[src/rtl/ddr3_pd_pkg.sv]
package ddr3_pd_pkg;

    typedef enum logic [1:0] {
        ST_RESET = 2'd0,
        ST_AWAKE = 2'd1,
        ST_DOWN  = 2'd2
    } pd_state_e;

    localparam logic [3:0] CMD_NOP = 4'b0111;

endpackage

[src/rtl/ddr3_pd_cnt.sv]
module ddr3_pd_cnt #(
    parameter int W   = 8,
    parameter int MAX = 200
) (
    input  logic         clk,
    input  logic         rst_n,
    input  logic         clr,
    input  logic         en,
    output logic [W-1:0] cnt
);

    localparam logic [W-1:0] MAX_V = W'(MAX);

    // clr loads 1 so the first cycle of a new run reads 1; counting saturates at MAX
    always_ff @(posedge clk or negedge rst_n) begin
        if (!rst_n)
            cnt <= '0;
        else if (clr)
            cnt <= W'(1);
        else if (en && cnt != MAX_V)
            cnt <= cnt + W'(1);
    end

endmodule

[src/rtl/ddr3_pd_gate.sv]
module ddr3_pd_gate #(
    parameter int W       = 4,
    parameter int T_XP    = 3,
    parameter int T_XPDLL = 10
) (
    input  logic         awake,
    input  logic         slow,
    input  logic [W-1:0] up_cnt,
    output logic         cmd_ok,
    output logic         dll_cmd_ok,
    output logic         ref_ok
);

    localparam logic [W-1:0] XP_V    = W'(T_XP);
    localparam logic [W-1:0] XPDLL_V = W'(T_XPDLL);

    logic xp_done;
    logic xpdll_done;

    assign xp_done    = awake && (up_cnt > XP_V);
    assign xpdll_done = awake && (up_cnt > XPDLL_V);

    always_comb begin
        cmd_ok     = xp_done;
        dll_cmd_ok = slow ? xpdll_done : xp_done;
        ref_ok     = xpdll_done;
    end

endmodule

[src/rtl/ddr3_pd_seq.sv]
module ddr3_pd_seq
    import ddr3_pd_pkg::*;
#(
    parameter int T_CKE   = 3,
    parameter int T_XP    = 3,
    parameter int T_XPDLL = 10,
    parameter int T_REFI  = 20
) (
    input  logic       clk,
    input  logic       rst_n,
    input  logic       dev_rst_n,
    input  logic       enter_req,
    input  logic       exit_req,
    input  logic       bank_open,
    input  logic       fast_exit_mode,
    input  logic       ref_issue,
    input  logic [3:0] cmd_in,
    output logic       cke,
    output logic [3:0] cmd_out,
    output logic       cmd_ok,
    output logic       dll_cmd_ok,
    output logic       ref_ok,
    output logic       busy,
    output logic       in_pd
);

    localparam int T_PD_MAX = 9 * T_REFI;
    localparam int PD_W     = $clog2(T_PD_MAX + 1);
    localparam int UP_LIM0  = (T_XPDLL > T_XP) ? T_XPDLL : T_XP;
    localparam int UP_MAX   = ((UP_LIM0 > T_CKE) ? UP_LIM0 : T_CKE) + 1;
    localparam int UP_W     = $clog2(UP_MAX + 1);

    localparam logic [UP_W-1:0] UP_CKE   = UP_W'(T_CKE);
    localparam logic [UP_W-1:0] UP_XPDLL = UP_W'(T_XPDLL);
    localparam logic [PD_W-1:0] PD_CKE   = PD_W'(T_CKE);
    localparam logic [PD_W-1:0] PD_LIMIT = PD_W'(T_PD_MAX);

    pd_state_e        state_q, state_d;
    logic             cke_q;
    logic             slow_q;
    logic             ref_seen_q;
    logic [UP_W-1:0]  up_cnt;
    logic [PD_W-1:0]  pd_cnt;
    logic             entry_ok, exit_ok, force_exit;
    logic             go_awake, go_down;

    assign entry_ok   = (up_cnt >= UP_CKE) && (!ref_seen_q || up_cnt >= UP_XPDLL);
    assign exit_ok    = (pd_cnt >= PD_CKE);
    assign force_exit = (pd_cnt >= PD_LIMIT);
    assign go_awake   = (state_d == ST_AWAKE) && (state_q != ST_AWAKE);
    assign go_down    = (state_d == ST_DOWN)  && (state_q != ST_DOWN);

    // next state: RELEASE, ENTER, LEAVE, DEVRST
    always_comb begin
        state_d = state_q;
        if (!dev_rst_n) begin
            state_d = ST_RESET;                          // DEVRST
        end else begin
            unique case (state_q)
                ST_RESET: state_d = ST_AWAKE;            // RELEASE
                ST_AWAKE: if (enter_req && entry_ok)
                              state_d = ST_DOWN;         // ENTER
                ST_DOWN:  if (force_exit || (exit_req && exit_ok))
                              state_d = ST_AWAKE;        // LEAVE
                default:  state_d = ST_RESET;
            endcase
        end
    end

    // state register and the flags captured on transitions
    always_ff @(posedge clk or negedge rst_n) begin
        if (!rst_n) begin
            state_q    <= ST_RESET;
            cke_q      <= 1'b0;
            slow_q     <= 1'b1;
            ref_seen_q <= 1'b0;
        end else begin
            state_q <= state_d;
            cke_q   <= (state_d == ST_AWAKE);
            if (state_q == ST_RESET && state_d == ST_AWAKE)
                slow_q <= 1'b1;
            else if (go_down)
                slow_q <= !bank_open && !fast_exit_mode;
            if (state_d != ST_AWAKE)
                ref_seen_q <= 1'b0;
            else if (state_q == ST_AWAKE && ref_issue)
                ref_seen_q <= 1'b1;
        end
    end

    ddr3_pd_cnt #(.W(UP_W), .MAX(UP_MAX)) u_up_cnt (
        .clk   (clk),
        .rst_n (rst_n),
        .clr   (go_awake),
        .en    (state_q == ST_AWAKE),
        .cnt   (up_cnt)
    );

    ddr3_pd_cnt #(.W(PD_W), .MAX(T_PD_MAX)) u_pd_cnt (
        .clk   (clk),
        .rst_n (rst_n),
        .clr   (go_down),
        .en    (state_q == ST_DOWN),
        .cnt   (pd_cnt)
    );

    ddr3_pd_gate #(.W(UP_W), .T_XP(T_XP), .T_XPDLL(T_XPDLL)) u_gate (
        .awake      (state_q == ST_AWAKE),
        .slow       (slow_q),
        .up_cnt     (up_cnt),
        .cmd_ok     (cmd_ok),
        .dll_cmd_ok (dll_cmd_ok),
        .ref_ok     (ref_ok)
    );

    // outputs
    always_comb begin
        cke     = cke_q;
        in_pd   = (state_q == ST_DOWN);
        cmd_out = cmd_ok ? cmd_in : CMD_NOP;
        busy    = ((state_q == ST_AWAKE) && enter_req && !entry_ok) ||
                  ((state_q == ST_DOWN)  && exit_req  && !exit_ok && !force_exit);
    end

endmodule

[config.mk]
export PLATFORM = sky130hd
export DESIGN_NAME = ddr3_pd_seq
export DESIGN_NICKNAME = d
export VERILOG_FILES = /design/src/rtl/ddr3_pd_pkg.sv /design/src/rtl/ddr3_pd_cnt.sv /design/src/rtl/ddr3_pd_gate.sv /design/src/rtl/ddr3_pd_seq.sv
export SDC_FILE = /design/constraint.sdc
export NUM_CORES = 1
export LEC_CHECK = 0
export ABC_AREA = 1
export BUFFER_PORTS_ARGS = -buffer_cell sky130_fd_sc_hd__buf_2
export CAP_MARGIN = 20
export CORE_MARGIN = 3
export CORE_UTILIZATION = 35
export DETAILED_ROUTE_END_ITERATION = 7
export GPL_TIMING_DRIVEN = 0
export PLACE_DENSITY = 0.63
export SLEW_MARGIN = 40
export SYNTH_ARGS = -nofsm -noshare
export SYNTH_HDL_FRONTEND = slang
export SYNTH_HIERARCHICAL = 1
export SYNTH_SLANG_ARGS = --single-unit
export TNS_END_PERCENT = 5
[constraint.sdc]
create_clock -name clk -period 4.62 [get_ports clk]
set_clock_uncertainty 0.05 [all_clocks]
set_input_delay 0.231 -clock clk [delete_from_list [all_inputs] [get_ports clk]]
set_output_delay 0.231 -clock clk [all_outputs]
set_load 0.1 [all_outputs]
==> reports/qor.yml <==
drt:
  totalWireLength_um: 2320
  drt-initial-drc-count: 48
  viasPerCell: 4.346
  num_vias: 1069
  first_pass_iters: 4
  wl_per_cell_um: 9.431
  drc: 0
  drtAntennaViolNets: 0
hold_path:
  whs_endpoint: "ref_seen_q$_DFFE_PN0P_"
  hp-start: "ref_issue"
  hp-class: "in2reg"
  min_path_cells: 3
flow_run:
  drv_cap: 0
synth:
  synthesis.nets: 191
  synth_ff_type: "dfrtp_1"
  synth_most_common_cell: "nand2_1"
  synth_common_cells: "nand2_1, inv_1, nor2_1, dfrtp_1, nand3_1"
  syn_area_mm2: 0.001182
  ys_ff_latch: 17
  synth_top_cell_area_share: 0.3386
  avgSynthCellArea_um2: 6.718
  synth_area_leaders: "dfrtp_1, nand2_1, inv_1"
  yosysTopAreaCell: "dfrtp_1"
  synthCells: 176
  async_flop_share: 1.000
  seq_area_frac_synth: 0.3608
  synth_edf_count: 0
  ys_warn_count: 6
  ys_types: 23
critical_path:
  crit_fanout: 9
  worstReg2RegEnd: "u_up_cnt/cnt[0]$_DFFE_PN0P_"
  reg2reg_depth: 13
  cp.required_ps: 4340
  critPathCaptureType: "output port"
  reg2reg_slack_ps: 2770
  critical_path_class: "reg2out"
  reg2reg_from: "u_up_cnt/cnt[2]$_DFFE_PN0P_"
  cp-start-kind: "register"
  arrival_ps: 2040
floorplan:
  die_x_um: 64.12
  coreArea_mm2: 0.003128
  std_cell_rows: 20
  die_y_um: 64.12
  die_area_mm2: 0.004111
  initial_core_util: 0.3780
  pin_count: 22
clock_tree:
  clk_pin_slew_ps: 110
  clock_sinks: 17
  cts_inserted_buffers: 3
  cts_tree: "yes"
  clock-root-buffer: "clkbuf_4"
  max-clock-path-buffers: 2
  htreeDepth: 1
  insertion_delay_ps: 290
global_routing:
  grt_max_degree: 18
  grt_usage: 0.1264
  grt_overflow: 0
  antenna_found_initial: 0
  grt_pass1_wl_um: 4174
  grt_pass1_vias: 993
sta:
  finalCritPeriodShare: 0.5024
  rsz0062_at_grt: "false"
  worst_pin_slew_ps: 561.5
  setup_slack_ps: 2299
  fin_tns_setup_ps: 0
  maxSlewHeadroom: 0.6243
  setup_viol_count_final: 0
  hold_viol: 0
  min_period_ps: 2321
  clock.fmax_mhz: 430.8
  slew_viol_final: 0
pwr:
  p_leak_nw: 0.7628
  ir_drop_mv: 0.1803
  p_per_area_mw_per_mm2: 502.8
status:
  outcome: "complete, no violations"
cells_and_area:
  fin_nets: 218
  area_growth_pct: 16.72
  fillers: 321
  post-route-util: 0.4412
  final_layout_size_suffix_gt1_frac: 0.2079
  n_antenna_cell: 0
place:
  routabilityCongestion: 0.7692
  dp_slack_ps: 2584
  portBuffers: 21
  hpwl_um: 1764
## cell type report
class / instances / area [um2] / area share
flip-flops and latches: 17 / 426.7 / 0.3092
well taps: 44 / 55.05 / 0.03989
multi-input cells: 128 / 639.4 / 0.4633
clock buffers: 3 / 22.52 / 0.01632
clock inverters: 1 / 5.005 / 0.003626
inverters: 31 / 116.4 / 0.08432
repair buffers: 22 / 115.1 / 0.08341
## worst max-delay path: stages, from the launching register on
cell and delay, ps:
dfrtp_1 430, inv_1 50, nor2_1 440, nand2_1 160, nand2_2 140, nand2_1 60, nand2_1 50, buf_2 410
## stage by stage
stage                     instances   power, W  cell area, um2  hold slack [ps]
after floorplan                 176  0.0005446            1182           -114.6
after detailed placement        241  0.0006152            1343            136.6
after global routing            246  0.0007607            1380            119.6
final                           246  0.0006939            1380            140.1
after global placement          241  0.0006116            1343            138.6
after CTS                       246  0.0007018            1380            124.4
## kinds of logic after synthesis
logic type,synth area share
compound gates,0.05927
xor+xnor,0.02964
fa+ha+maj,0.03175
buf+inv,0.09841
flops,0.3608
simple gates,0.4201
## layer usage
layer / part of all wire / vias up / global-route usage / wire length [um]
met2: 0.44 / 27 / 0.2065 / 1022
met4: 0.0082 / 0 / 0.03958 / 19
met1: 0.49 / 448 / 0.1615 / 1131
met3: 0.063 / 2 / 0.03515 / 147
met5: 0 / - / 0 / 0
li1: - / 592 / - / -
## cell usage in the layout (no fill, tap or decap), drive strengths merged, types with 2 or more instances in the layout
master and instances:
nor2 25, nand3 17, o21ai 4, nand4 3, clkbuf 3, inv 31
xor2 3, nand2 63, buf 21, nor3 2, dfrtp 16, ha 3
a21oi 4
## timing repair
| item | CTS | global route |
|---|---|---|
| hold buffers | 1 | 0 |
| hold endpoints to repair | 16 | 0 |
| buffers inserted | 0 | 0 |
| gates resized for setup | 0 | 0 |
## worst max-delay path by stage
stage,startpoint,end,slack [ps],cells after the start
final,state_q[0]$_DFF_PN0_,dll_cmd_ok,2300,7
after global routing,state_q[0]$_DFF_PN0_,cmd_out[3],2050,7
after floorplan,state_q[1]$_DFF_PN0_,busy,160,4
after detailed placement,state_q[0]$_DFF_PN0_,dll_cmd_ok,2580,7
after CTS,state_q[0]$_DFF_PN0_,dll_cmd_ok,2260,7
after global placement,state_q[0]$_DFF_PN0_,dll_cmd_ok,2600,7
## registers in the layout, summed over array words and instances, names as in the netlist
name          flops
cke               1
ref_seen_q        1
slow_q            1
state_q           2
u_pd_cnt/cnt      8
u_up_cnt/cnt      4
## report_power, final
group | internal (W) | switching [W] | leakage (nW) | total [W]
sequential | 0.000188 | 0.0000484 | 0.222 | 0.000237
combinational | 0.0000976 | 0.000276 | 0.523 | 0.000374
clock | 0.0000322 | 0.0000509 | 0.0177 | 0.0000832
Power figures use the tool's default switching activity.
